[config.mk]
export PLATFORM = sky130hd
export DESIGN_NAME = tcode_frame_dec
export DESIGN_NICKNAME = d
export VERILOG_FILES = /design/src/rtl/tcode_pkg.sv /design/src/rtl/tcode_deglitch.sv /design/src/rtl/tcode_pulse_timer.sv /design/src/rtl/tcode_frame_asm.sv /design/src/rtl/tcode_frame_dec.sv
export SDC_FILE = /design/constraint.sdc
export NUM_CORES = 1
export LEC_CHECK = 0
export BUFFER_PORTS_ARGS = -buffer_cell sky130_fd_sc_hd__clkbuf_2
export CAP_MARGIN = 5
export CORE_MARGIN = 8
export CORE_UTILIZATION = 55
export DETAILED_ROUTE_END_ITERATION = 8
export MAX_ROUTING_LAYER = met4
export PLACE_DENSITY = 0.89
export SKIP_CTS_REPAIR_TIMING = 1
export SLEW_MARGIN = 20
export SYNTH_ARGS = -nofsm -noshare
export SYNTH_HDL_FRONTEND = slang
export SYNTH_SLANG_ARGS = --single-unit
[constraint.sdc]
create_clock -name clk -period 2.9 [get_ports clk]
set_clock_uncertainty 0.15 [all_clocks]
set_input_delay 0.145 -clock clk [delete_from_list [all_inputs] [get_ports clk]]
set_output_delay 0.145 -clock clk [all_outputs]
set_load 0.05 [all_outputs]
[src/rtl/tcode_pkg.sv]
package tcode_pkg;

  // Frame layout: positions are fixed by the broadcast format
  localparam int START_POS = 0;
  localparam int FIXED_POS = 20;
  localparam int MIN_LSB   = 21;
  localparam int MIN_W     = 7;
  localparam int MIN_PAR   = 28;
  localparam int HOUR_LSB  = 29;
  localparam int HOUR_W    = 6;
  localparam int HOUR_PAR  = 35;
  localparam int MDAY_LSB  = 36;
  localparam int MDAY_W    = 6;
  localparam int WDAY_LSB  = 42;
  localparam int WDAY_W    = 3;
  localparam int MON_LSB   = 45;
  localparam int MON_W     = 5;
  localparam int YEAR_LSB  = 50;
  localparam int YEAR_W    = 8;
  localparam int DATE_PAR  = 58;

  typedef struct packed {
    logic [6:0] minute;
    logic [5:0] hour;
    logic [5:0] mday;
    logic [2:0] wday;
    logic [4:0] month;
    logic [6:0] year;
  } tcode_fields_t;

  // weight of bit j inside a two-digit BCD field
  function automatic logic [7:0] digit_weight(input int j);
    if (j < 4) return 8'(1 << j);
    else       return 8'(10 << (j - 4));
  endfunction

  function automatic logic [7:0] bcd_weighted(input logic [7:0] bits, input int len);
    logic [7:0] acc;
    acc = '0;
    for (int j = 0; j < 8; j++) begin
      if (j < len && bits[j]) acc = acc + digit_weight(j);
    end
    return acc;
  endfunction

endpackage

[src/rtl/tcode_deglitch.sv]
module tcode_deglitch #(
  parameter int DB_TICKS = 20,
  localparam int DB_W = $clog2(DB_TICKS + 1)
) (
  input  logic clk,
  input  logic rst,
  input  logic tick,
  input  logic din,
  output logic rise,
  output logic fall
);

  logic            sync_a, sync_b;
  logic            level, level_d;
  logic [DB_W-1:0] hold_cnt;

  always_ff @(posedge clk) begin
    if (rst) begin
      sync_a   <= 1'b0;
      sync_b   <= 1'b0;
      level    <= 1'b0;
      level_d  <= 1'b0;
      hold_cnt <= '0;
    end else begin
      sync_a  <= din;
      sync_b  <= sync_a;
      level_d <= level;
      if (sync_b == level) begin
        hold_cnt <= '0;
      end else if (tick) begin
        if (hold_cnt == DB_W'(DB_TICKS - 1)) begin
          level    <= sync_b;
          hold_cnt <= '0;
        end else begin
          hold_cnt <= hold_cnt + 1'b1;
        end
      end
    end
  end

  assign rise = level & ~level_d;
  assign fall = ~level & level_d;

endmodule

[src/rtl/tcode_pulse_timer.sv]
module tcode_pulse_timer #(
  parameter int CNT_W         = 12,
  parameter int ONE_MIN_TICKS = 200,
  parameter int MARK_LO_TICKS = 1000,
  parameter int MARK_HI_TICKS = 2000
) (
  input  logic clk,
  input  logic rst,
  input  logic tick,
  input  logic rise,
  input  logic fall,
  output logic bit_we,
  output logic bit_val,
  output logic marker
);

  localparam logic [CNT_W-1:0] CNT_MAX = '1;

  logic [CNT_W-1:0] span;
  logic [CNT_W:0]   span_sum;
  logic [CNT_W-1:0] span_now;

  // length including the tick of the current cycle, saturating
  assign span_sum = {1'b0, span} + {{CNT_W{1'b0}}, tick};
  assign span_now = span_sum[CNT_W] ? CNT_MAX : span_sum[CNT_W-1:0];

  always_ff @(posedge clk) begin
    if (rst) begin
      span    <= '0;
      bit_we  <= 1'b0;
      bit_val <= 1'b0;
      marker  <= 1'b0;
    end else begin
      bit_we  <= fall;
      bit_val <= span_now >= CNT_W'(ONE_MIN_TICKS);
      marker  <= rise && (span_now > CNT_W'(MARK_LO_TICKS))
                      && (span_now < CNT_W'(MARK_HI_TICKS));
      if (rise || fall)                 span <= '0;
      else if (tick && span != CNT_MAX) span <= span + 1'b1;
    end
  end

endmodule

[src/rtl/tcode_frame_asm.sv]
module tcode_frame_asm
  import tcode_pkg::*;
#(
  parameter int FRAME_BITS = 59,
  localparam int IDX_W = $clog2(FRAME_BITS + 1)
) (
  input  logic          clk,
  input  logic          rst,
  input  logic          bit_we,
  input  logic          bit_val,
  input  logic          marker,
  output logic          valid,
  output logic          err,
  output tcode_fields_t fields,
  output logic [IDX_W-1:0] bit_idx
);

  logic [FRAME_BITS-1:0] bits_q;
  logic                  overrun;
  logic                  parity_ok, frame_ok;
  tcode_fields_t         decoded;

  // bit storage: no reset, single write port
  always_ff @(posedge clk) begin
    if (bit_we && bit_idx < IDX_W'(FRAME_BITS)) bits_q[bit_idx] <= bit_val;
  end

  assign parity_ok = ~(^bits_q[MIN_PAR:MIN_LSB])
                   & ~(^bits_q[HOUR_PAR:HOUR_LSB])
                   & ~(^bits_q[DATE_PAR:MDAY_LSB]);

  assign frame_ok = (bit_idx == IDX_W'(FRAME_BITS)) && !overrun && parity_ok
                  && !bits_q[START_POS] && bits_q[FIXED_POS];

  always_comb begin
    logic [7:0] v_min, v_hour, v_mday, v_wday, v_mon, v_year;
    v_min  = bcd_weighted({1'b0, bits_q[MIN_LSB +: MIN_W]}, MIN_W);
    v_hour = bcd_weighted({2'b0, bits_q[HOUR_LSB +: HOUR_W]}, HOUR_W);
    v_mday = bcd_weighted({2'b0, bits_q[MDAY_LSB +: MDAY_W]}, MDAY_W);
    v_wday = bcd_weighted({5'b0, bits_q[WDAY_LSB +: WDAY_W]}, WDAY_W);
    v_mon  = bcd_weighted({3'b0, bits_q[MON_LSB +: MON_W]}, MON_W);
    v_year = bcd_weighted(bits_q[YEAR_LSB +: YEAR_W], YEAR_W);
    decoded.minute = v_min[6:0];
    decoded.hour   = v_hour[5:0];
    decoded.mday   = v_mday[5:0];
    decoded.wday   = v_wday[2:0];
    decoded.month  = v_mon[4:0];
    decoded.year   = v_year[6:0];
  end

  always_ff @(posedge clk) begin
    if (rst) begin
      bit_idx <= '0;
      overrun <= 1'b0;
      valid   <= 1'b0;
      err     <= 1'b0;
      fields  <= '0;
    end else begin
      valid <= 1'b0;
      err   <= 1'b0;
      if (marker) begin
        valid   <= frame_ok;
        err     <= !frame_ok;
        if (frame_ok) fields <= decoded;
        bit_idx <= '0;
        overrun <= 1'b0;
      end else if (bit_we) begin
        if (bit_idx < IDX_W'(FRAME_BITS)) bit_idx <= bit_idx + 1'b1;
        else                              overrun <= 1'b1;
      end
    end
  end

endmodule

[src/rtl/tcode_frame_dec.sv]
module tcode_frame_dec
  import tcode_pkg::*;
#(
  parameter int DEBOUNCE_TICKS = 20,
  parameter int ONE_MIN_TICKS  = 200,
  parameter int MARK_LO_TICKS  = 1000,
  parameter int MARK_HI_TICKS  = 2000,
  parameter int CNT_W          = 12,
  parameter int FRAME_BITS     = 59,
  localparam int IDX_W = $clog2(FRAME_BITS + 1)
) (
  input  logic       clk,
  input  logic       rst,
  input  logic       tick_ms_i,
  input  logic       carrier_i,
  output logic       frame_valid_o,
  output logic       frame_err_o,
  output logic [6:0] minute_o,
  output logic [5:0] hour_o,
  output logic [5:0] mday_o,
  output logic [2:0] wday_o,
  output logic [4:0] month_o,
  output logic [6:0] year_o
);

  logic             edge_rise, edge_fall;
  logic             bit_we, bit_val, marker;
  logic [IDX_W-1:0] bit_idx;
  tcode_fields_t    fields;

  tcode_deglitch #(.DB_TICKS(DEBOUNCE_TICKS)) u_deglitch (
    .clk  (clk),
    .rst  (rst),
    .tick (tick_ms_i),
    .din  (carrier_i),
    .rise (edge_rise),
    .fall (edge_fall)
  );

  tcode_pulse_timer #(
    .CNT_W        (CNT_W),
    .ONE_MIN_TICKS(ONE_MIN_TICKS),
    .MARK_LO_TICKS(MARK_LO_TICKS),
    .MARK_HI_TICKS(MARK_HI_TICKS)
  ) u_timer (
    .clk    (clk),
    .rst    (rst),
    .tick   (tick_ms_i),
    .rise   (edge_rise),
    .fall   (edge_fall),
    .bit_we (bit_we),
    .bit_val(bit_val),
    .marker (marker)
  );

  tcode_frame_asm #(.FRAME_BITS(FRAME_BITS)) u_asm (
    .clk    (clk),
    .rst    (rst),
    .bit_we (bit_we),
    .bit_val(bit_val),
    .marker (marker),
    .valid  (frame_valid_o),
    .err    (frame_err_o),
    .fields (fields),
    .bit_idx(bit_idx)
  );

  assign minute_o = fields.minute;
  assign hour_o   = fields.hour;
  assign mday_o   = fields.mday;
  assign wday_o   = fields.wday;
  assign month_o  = fields.month;
  assign year_o   = fields.year;

endmodule

==> out/qor.yml, run 1 <==
sta:
  worstMarginPinSlew_ns: 1.090
  worst_slack_ns: -0.1973
  drv_slew: 0
  final-setup-viol-count: 32
  fin_hold_ws_ns: 0.02594
  timing.final.crit_period_ns: 3.097
  min_period_over_period_pct: 106.8
  timing.slew.headroom_pct: 27.23
  rsz0062_at_grt: "true"
  timing.fmax_mhz: 322.9
  hold_viol_final: 0
drt:
  drt-vias-per-instance: 6.048
  initial_detailed_routing_violation_count: 536
  drc_errors: 0
  final_antenna_net_count: 0
  route.vias.total: 4796
  drt_pass1_iterations: 5
  wl_per_cell_um: 17.89
  route.final.wire_length_mm: 14.19
layout:
  layout_common_cells: "nor2_1 (72), dfxtp_1 (67), edfxtp_1 (40), o21ai_0 (39), clkbuf_2 (39)"
  finalInstanceArea_um2: 6540
  instances_no_fill: 793
  nFillCells: 743
  seq_area_um2: 2542
  nNetsFinal: 679
  n_antenna_cell: 0
  utilization_pct: 64.80
  layout.cells.most_common: "nor2_1"
  post_route_cells_drive_above_1_share_pct: 18.42
  synthToLayoutAreaGrowth_pct: 16.65
  multi_input_comb_area_um2: 2968
power:
  finalPower_mw: 2.573
  power-per-cell-area_nw_per_um2: 393.5
  p_leak_nw: 2.353
  ir_drop_mv: 0.2932
die:
  num_rows: 37
  io-pin-count: 40
  fp.dieH_um: 117.0
  coreArea_um2: 10090
  die_width_um: 117.0
  floorplan.die_area_um2: 13680
  start_util_pct: 55.55
critical_path:
  setup.reg_to_reg.worst_slack_ns: -0.20
  timing.critical_path.slowest_stage_cell: "edfxtp_1"
  path_delay_family: "adder cells"
  critical_path.n_buffers_inverters: 0
  cp-end-kind: "register"
  setup.worst_path.start_class: "register"
  worst-endpoint-required_ns: 3.07
  worst_path_largest_cell_delay_ns: 0.43
  regToRegEndpoint: "u_asm.fields[5]$_SDFFE_PP0P_"
  timing.reg2reg.worst_path_depth: 11
  critical_path_arrival_ns: 3.26
  cp_cell_sequence: "ha_2 -> mux2_4 -> ha_4 -> nand2b_4 -> o21a_1 -> ha_2 -> mux2_4 -> ha_4 -> nor2_1 -> a2111o_1 -> a21oi_2"
  worst_r2r_startpoint: "u_asm.bits_q[51]$_DFFE_PP_"
  path_class: "reg2reg"
  crit_fanout: 2
job:
  cap_viol_max_count: 0
synth:
  cell_types_occupying_the_most_area_after_synthesis: "dfxtp_1 (24%), edfxtp_1 (21%), xnor2_1 (6.4%)"
  portion_of_the_post_synthesis_area_used_by_sequential_elements_pct: 45.35
  yosysWarningCount: 0
  synthCells: 603
  postSynthNetCount: 630
  ys.flop_type: "dfxtp_1"
  post_synth_num_cell_types: 51
  synth_area_leader_cell: "dfxtp_1"
  async_set_or_reset_flop_fraction_in_the_synthesized_netlist_pct: 0
  syn-mean-instance-area_um2: 9.298
  synth_top_area_share_pct: 23.92
  synth_edf_count: 40
  synth.ff_latch_count: 107
  synth.cell_area_um2: 5607
global_route:
  grt_max_degree: 43
  first_global_vias: 4415
  globalRouteOverflowTotal: 0
  wire_length_of_the_first_global_routing_pass_mm: 21.18
  grt_usage_pct: 20.09
  number_of_antenna_violations_at_the_first_check_in_global_routing: 0
hold_path:
  endpoint_of_the_worst_hold_timing_path: "u_deglitch.hold_cnt[1]$_SDFFE_PP0P_"
  worst_hold_check_path_type: "in2reg"
  timing.hold.worst_path_depth: 4
  min-delay-start: "rst"
place:
  gp_routability_congestion: 0.8616
  detailed_place.area_um2: 6118
  place_inst: 763
  placement.io_buffers: 39
  detailed_place_hpwl_mm: 9.681
clocking:
  clockRootBuffer: "clkbuf_8"
  clock_sink_count: 107
  htree_levels: 3
  cts-buffers-inserted: 9
  tritoncts: "yes"
  clk_pin_slew_ns: 0.11
  cts_max_path_buffers: 2
  worst_skew_pair.late_latency_ns: 0.37
run_status:
  violations: "setup timing"
  outcome: "finished, violations left"
[metal layers]
metal	global-route usage (%)	share of wire (%)	up-vias
li1	-	-	2243
met1	21.53	37	2272
met2	36.15	53	229
met3	2.976	6.3	52
met4	8.874	4.3	0
met5	-	0	-
[where the power goes]
| group | leakage, nW | switching, mW | internal, mW |
|---|---|---|---|
| clock | 0.113 | 0.517 | 0.460 |
| sequential | 0.816 | 0.00532 | 1.55 |
| combinational | 1.43 | 0.0274 | 0.0151 |
| total | 2.35 | 0.549 | 2.02 |
[through the flow]
stage,setup TNS [ns],setup WS (ns)
2_1_floorplan,0,0.004010
3_3_place_gp,0,0.02277
3_5_place_dp,-0.2874,-0.1808
4_1_cts,-0.2455,-0.1546
5_1_grt,-4.346,-0.2892
6_report,-2.567,-0.1973
[cell families after synthesis]
kind of cell | count (synthesis) | synth area share (%)
compound gates | 123 | 13.08
xor+xnor | 69 | 11.40
fa+ha+maj | 23 | 5.133
buf+inv | 59 | 4.106
flops | 107 | 45.35
mux | 9 | 1.651
simple gates | 213 | 19.28
[cells in the mapped netlist (3+ instances only)]
cell type	instances
o32ai_1	3
nand3b_1	4
xor2_1	25
or2_2	3
ha_1	23
xnor2_1	41
clkbuf_1	32
a21oi_1	35
and3_1	3
nor2_1	73
and4_1	3
inv_1	20
dfxtp_1	67
nor4_1	6
edfxtp_1	40
nand2b_1	9
nor3_1	14
a31oi_1	18
nand4b_1	3
nand2_1	29
nor2b_1	14
mux2i_1	7
nand3_1	15
nand4_1	22
a211oi_1	13
buf_2	7
or3_1	6
o21ai_0	39
[state kept, by name, indices dropped and copies added, names as in the netlist]
signal / flops
u_asm.valid: 1
u_deglitch.level_d: 1
u_asm.err: 1
u_asm.fields: 34
u_asm.bit_idx: 6
u_timer.marker: 1
u_timer.bit_val: 1
u_asm.overrun: 1
u_asm.bits_q: 40
u_deglitch.sync_b: 1
u_deglitch.level: 1
u_timer.bit_we: 1
u_deglitch.sync_a: 1
u_timer.span: 12
u_deglitch.hold_cnt: 5
[worst register-to-register path: cells and delay by family (launching register included)]
family,cells,cell delay (ns)
AO/OA/AOI/OAI,3,0.59
adder cells (fa/ha/maj),4,1.14
flip-flops,1,0.43
multiplexers,2,0.59
AND/OR/NAND/NOR,2,0.16
[worst max-delay path by stage]
stage,startpoint,to,slack [ns],cells after the start
3_5_place_dp,u_asm.bits_q[52]$_DFFE_PP_,u_asm.fields[5]$_SDFFE_PP0P_,-0.18,14
3_3_place_gp,u_asm.bits_q[52]$_DFFE_PP_,u_asm.fields[5]$_SDFFE_PP0P_,0.02,13
4_1_cts,u_asm.bits_q[52]$_DFFE_PP_,u_asm.fields[5]$_SDFFE_PP0P_,-0.15,13
5_1_grt,u_asm.bits_q[52]$_DFFE_PP_,u_asm.fields[11]$_SDFFE_PP0P_,-0.29,9
6_report,u_asm.bits_q[51]$_DFFE_PP_,u_asm.fields[5]$_SDFFE_PP0P_,-0.20,11
2_1_floorplan,u_asm.bits_q[52]$_DFFE_PP_,u_asm.fields[5]$_SDFFE_PP0P_,0.004,11
[layout make-up]
| cell class | count | share of cell area [%] |
|---|---|---|
| Clock buffer | 11 | 2.315 |
| Multi-Input combinational cell | 437 | 45.38 |
| Tap cell | 136 | 2.602 |
| Inverter | 20 | 1.148 |
| Sequential cell | 107 | 38.88 |
| Clock inverter | 5 | 0.9948 |
| Timing Repair Buffer | 77 | 8.686 |
No activity file was read; power rests on OpenSTA's default activity.
==> run 2: changes to the inputs <==
--- a/config.mk
+++ b/config.mk
@@ -11,7 +11,7 @@
 export CORE_UTILIZATION = 55
 export DETAILED_ROUTE_END_ITERATION = 8
 export MAX_ROUTING_LAYER = met4
-export PLACE_DENSITY = 0.89
+export PLACE_DENSITY = 0.76
 export SKIP_CTS_REPAIR_TIMING = 1
 export SLEW_MARGIN = 20
 export SYNTH_ARGS = -nofsm -noshare
==> run 2 against run 1 <==
The flow finishes with violations (hold timing, setup timing). Critical endpoint unchanged. Fmax up 4.3%. Register-to-register slack better by 0.13 ns. Critical path depth unchanged. Power down 1.9%. First-iteration DRC count down 46%. Sequential share of layout area up 0.47 points. Die area unchanged. Critical path type unchanged. Final cell count down 0.13%. Setup slack better by 0.13 ns.
==> out/qor.yml, run 2 (synthesis gave the netlist of run 1 again) <==
layout:
  post_route_cells_drive_above_1_share_pct: 18.29
  layout.cells.most_common: "nor2_1"
  utilization_pct: 64.06
  finalInstanceArea_um2: 6465
  layout_common_cells: "nor2_1 (71), dfxtp_1 (66), edfxtp_1 (40), clkbuf_2 (39)"
  nNetsFinal: 678
  largest_register: "u_asm.bits_q"
  leading_registers_by_flop_count: "u_asm.bits_q x40, u_asm.fields x34, u_timer.span x12"
  n_antenna_cell: 0
  largest_reg_flops: 40
  synthToLayoutAreaGrowth_pct: 15.31
critical_path:
  worst_r2r_startpoint: "u_asm.bits_q[51]$_DFFE_PP_"
  crit_fanout: 2
  regToRegEndpoint: "u_asm.fields[5]$_SDFFE_PP0P_"
  cp-end-kind: "register"
  timing.reg2reg.worst_path_depth: 11
  critical_path_arrival_ns: 3.14
  setup.worst_path.start_class: "register"
  setup.reg_to_reg.worst_slack_ns: -0.07
  worst-endpoint-required_ns: 3.07
  path_class: "reg2reg"
sta:
  hold_viol_final: 2
  setup_tns_final_ns: -0.07079
  worstMarginPinSlew_ns: 0.6085
  timing.final.crit_period_ns: 2.971
  final-setup-viol-count: 1
  worst_slack_ns: -0.07079
  fin_hold_ws_ns: -0.02485
  min_period_over_period_pct: 102.4
  rsz0062_at_grt: "true"
  drv_slew: 0
  timing.fmax_mhz: 336.6
  timing.slew.headroom_pct: 59.14
global_route:
  wire_length_of_the_first_global_routing_pass_mm: 20.76
  grt_usage_pct: 19.96
  grt_max_degree: 43
  gr-usage-met3_pct: 3.746
  number_of_antenna_violations_at_the_first_check_in_global_routing: 0
  grt_busiest_layer: "met2"
  first_global_vias: 4315
  grt_use_met1_pct: 21.53
  global_route_met2_usage_pct: 35.70
  globalRouteOverflowTotal: 0
die:
  die_width_um: 117.0
  fp.dieH_um: 117.0
  io-pin-count: 40
  start_util_pct: 55.55
  floorplan.die_area_um2: 13680
  num_rows: 37
  coreArea_um2: 10090
power:
  clock_power_share_pct: 36.7
  pwr-share-comb_pct: 1.7
  cellInternalPower_mw: 1.912
  power-per-cell-area_nw_per_um2: 390.3
  finalPower_mw: 2.523
  switching_share_pct: 24.24
  sequentialPowerShare_pct: 61.6
  ir_drop_mv: 0.2466
  switching_power_uw: 611.6
  p_leak_nw: 2.297
drt:
  route.vias.total: 4513
  drt-vias-per-instance: 5.698
  final_antenna_net_count: 0
  drc_errors: 0
  initial_detailed_routing_violation_count: 292
  wl_per_cell_um: 16.06
  drt_pass1_iterations: 5
  route.final.wire_length_mm: 12.72
clocking:
  cts_max_path_buffers: 2
  clock_sink_count: 107
  htree_levels: 3
  clockRootBuffer: "clkbuf_8"
  tritoncts: "yes"
  worst_skew_pair.late_latency_ns: 0.38
  cts-buffers-inserted: 9
  clk_pin_slew_ns: 0.12
place:
  gp_routability_congestion: 0.8940
  detailed_place.area_um2: 6146
  detailed_place_hpwl_mm: 9.471
  placement.io_buffers: 39
run_status:
  violations: "hold timing, setup timing"
  outcome: "finished, violations left"
hold_path:
  endpoint_of_the_worst_hold_timing_path: "u_deglitch.hold_cnt[4]$_SDFFE_PP0P_"
  timing.hold.worst_path_depth: 4
  min-delay-start: "rst"
  worst_hold_check_path_type: "in2reg"
job:
  cap_viol_max_count: 0
==> run 2: changes by cell type in the layout (fill, tap and decap cells not counted), sizes merged <==
cell / change
buf: +1
bufinv: -1
clkbuf: -4
clkinv: +3
==> run 2: worst max path at each step <==
stage,startpoint,to,slack [ns],cells past startpoint
3_3_place_gp,u_asm.bits_q[52]$_DFFE_PP_,u_asm.fields[5]$_SDFFE_PP0P_,0.01,13
2_1_floorplan,u_asm.bits_q[52]$_DFFE_PP_,u_asm.fields[5]$_SDFFE_PP0P_,0.004,11
6_report,u_asm.bits_q[51]$_DFFE_PP_,u_asm.fields[5]$_SDFFE_PP0P_,-0.07,11
3_5_place_dp,u_asm.bits_q[52]$_DFFE_PP_,u_asm.fields[5]$_SDFFE_PP0P_,-0.05,14
5_1_grt,u_asm.bits_q[51]$_DFFE_PP_,u_asm.fields[5]$_SDFFE_PP0P_,-0.14,11
4_1_cts,u_asm.bits_q[52]$_DFFE_PP_,u_asm.fields[5]$_SDFFE_PP0P_,-0.08,14
==> run 2: through the flow <==
stage	instances	worst slack (ns)
2_1_floorplan	603	0.004010
4_1_cts	786	-0.08117
3_3_place_gp	770	0.01485
3_5_place_dp	770	-0.04847
6_report	792	-0.07079
5_1_grt	792	-0.1388
==> run 2: power groups by stage <==
stage               combinational [mW]  sequential (mW)  clock, mW
floorplan                       0.0312             1.59          0
global placement                0.0416             1.59          0
detailed placement              0.0430             1.59          0
CTS                             0.0434             1.55      0.950
global route                    0.0500             1.56       1.01
finish                          0.0439             1.55      0.925
==> run 2: worst max-delay path: stages, from the launching register on <==
cell,delay [ns]
edfxtp_1,0.40
ha_1,0.32
mux2_4,0.29
ha_4,0.26
nand2b_4,0.11
o21a_1,0.18
ha_4,0.22
mux2_4,0.29
ha_4,0.27
nor2_2,0.03
a2111o_1,0.29
a21oi_2,0.11
==> run 2: layout make-up <==
class,count,area [um2]
clock buffers,9,123.9
clock inverters,7,78.83
fillers,852,3627
inverters,20,75.07
multi-input cells,437,2985
flip-flops and latches,107,2544
well taps,136,170.2
repair buffers,76,488.0
==> run 2: metal layers <==
metal | wire [um] | up-vias
met1 | 5137 | 2144
met5 | 0 | -
met4 | 240 | 0
met2 | 6680 | 106
li1 | - | 2247
met3 | 665 | 16
==> run 3: changes to the inputs <==
--- a/config.mk
+++ b/config.mk
@@ -11,7 +11,7 @@
 export CORE_UTILIZATION = 55
 export DETAILED_ROUTE_END_ITERATION = 8
 export MAX_ROUTING_LAYER = met4
-export PLACE_DENSITY = 0.76
+export PLACE_DENSITY = 0.78
 export SKIP_CTS_REPAIR_TIMING = 1
 export SLEW_MARGIN = 20
 export SYNTH_ARGS = -nofsm -noshare
==> run 3 against run 2 <==
The run ends with setup timing left. Count of clock-buffer cells in the layout increased by 1. Non-clock buffer count decreased by 5. Clock power about the same. Largest cell class unchanged. Fmax increased by 1.3%. Global-route usage increased by 0.23 points. Highest routed layer unchanged.
==> out/qor.yml, run 3 (synthesis gave the netlist of run 1 again) <==
sta:
  drv_slew: 0
  hold_viol_final: 0
  timing.final.crit_period_ns: 2.934
  fin_hold_ws_ns: 0.003824
  min_period_over_period_pct: 101.2
  worstMarginPinSlew_ns: 0.5872
  timing.fmax_mhz: 340.8
  final-setup-viol-count: 1
  setup_tns_final_ns: -0.03405
  rsz0062_at_grt: "true"
  worst_slack_ns: -0.03405
  timing.slew.headroom_pct: 60.59
drt:
  route.vias.total: 4587
  route.final.wire_length_mm: 13.27
  initial_detailed_routing_violation_count: 445
  drt-vias-per-instance: 5.828
  wl_per_cell_um: 16.86
  drc_errors: 0
  final_antenna_net_count: 0
  drt_pass1_iterations: 5
power:
  ir_drop_mv: 0.2129
  pwr-share-comb_pct: 1.8
  power-per-cell-area_nw_per_um2: 389.7
  finalPower_mw: 2.523
  sequentialPowerShare_pct: 61.6
  cellInternalPower_mw: 1.943
  p_leak_nw: 2.281
  switching_share_pct: 23.01
  switching_power_uw: 580.5
  clock_power_share_pct: 36.6
die:
  num_rows: 37
  fp.dieH_um: 117.0
  die_width_um: 117.0
  start_util_pct: 55.55
  io-pin-count: 40
  coreArea_um2: 10090
  floorplan.die_area_um2: 13680
place:
  pre_cts_ws_ns: -0.1145
  detailed_place_hpwl_mm: 9.691
  placement.io_buffers: 39
  detailed_place.area_um2: 6121
  gp_routability_congestion: 0.9053
  place_inst: 765
global_route:
  globalRouteOverflowTotal: 0
  wire_length_of_the_first_global_routing_pass_mm: 21.06
  grt_usage_pct: 20.20
  number_of_antenna_violations_at_the_first_check_in_global_routing: 0
  first_global_vias: 4479
  grt_max_degree: 43
run_status:
  violations: "setup timing"
  outcome: "finished, violations left"
critical_path:
  setup.reg_to_reg.worst_slack_ns: -0.03
  cp-end-kind: "register"
  crit_fanout: 2
  worst-endpoint-required_ns: 3.06
  path_class: "reg2reg"
  setup.worst_path.start_class: "register"
  critical_path_arrival_ns: 3.10
layout:
  n_antenna_cell: 0
  post_route_cells_drive_above_1_share_pct: 18.28
  nFillCells: 807
  instances_no_fill: 787
  synthToLayoutAreaGrowth_pct: 15.49
  leading_registers_by_flop_count: "u_asm.bits_q x40, u_asm.fields x34, u_timer.span x12"
  largest_register: "u_asm.bits_q"
  nNetsFinal: 673
  layout_common_cells: "nor2_1 (72), dfxtp_1 (66), edfxtp_1 (40), o21ai_0 (39), clkbuf_2 (39)"
  largest_reg_flops: 40
  utilization_pct: 64.16
  finalInstanceArea_um2: 6475
  layout.cells.most_common: "nor2_1"
clocking:
  worst_skew_pair.late_latency_ns: 0.38
  clockRootBuffer: "clkbuf_8"
  clock_sink_count: 107
  cts_max_path_buffers: 2
  clk_pin_slew_ns: 0.11
  tritoncts: "yes"
  htree_levels: 3
  cts-buffers-inserted: 9
hold_path:
  worst_hold_check_path_type: "in2reg"
job:
  cap_viol_max_count: 0
run 3: power by group through the flow:
stage          logic (mW)  clock network (mW)  registers (mW)
5_1_grt            0.0502                1.00            1.56
4_1_cts            0.0440               0.931            1.55
6_report           0.0449               0.924            1.55
2_1_floorplan      0.0312                   0            1.59
3_3_place_gp       0.0418                   0            1.59
3_5_place_dp       0.0438                   0            1.59
run 3: path summary, 6_finish.rpt:
path,end,start,cells past startpoint
max,u_asm.fields[5]$_SDFFE_PP0P_,u_asm.bits_q[51]$_DFFE_PP_,11
min,u_deglitch.hold_cnt[4]$_SDFFE_PP0P_,rst,4
max reg2reg,u_asm.fields[5]$_SDFFE_PP0P_,u_asm.bits_q[51]$_DFFE_PP_,11
min reg2reg,u_deglitch.sync_b$_SDFF_PP0_,u_deglitch.sync_a$_SDFF_PP0_,1
run 3: layer usage:
layer / GRT usage (%) / share of wire (%) / routed length (um)
met5: - / 0 / 0
met3: 4.053 / 5.2 / 695
met1: 21.30 / 40 / 5320
met2: 35.73 / 52 / 6870
met4: 9.471 / 2.9 / 383
run 3: critical path, cell delays in order, from the launching register on:
cell and delay (ns):
edfxtp_1 0.46, ha_4 0.28, mux2_4 0.28, ha_4 0.16, nand2b_4 0.15, xnor2_4 0.18, ha_4 0.23, mux2_4 0.29
ha_4 0.26, nor2_1 0.03, a2111o_1 0.28, a21oi_1 0.13
run 3: area by class of cell:
type                       count  area, um2  share of cell area (%)
tap                          136      170.2                   2.628
clock inverter                 6      57.56                  0.8889
multi-input combinational    437       3013                   46.53
clock buffer                  10      148.9                   2.300
sequential                   107       2544                   39.29
inverter                      20      75.07                   1.159
timing repair buffer          71      466.7                   7.208
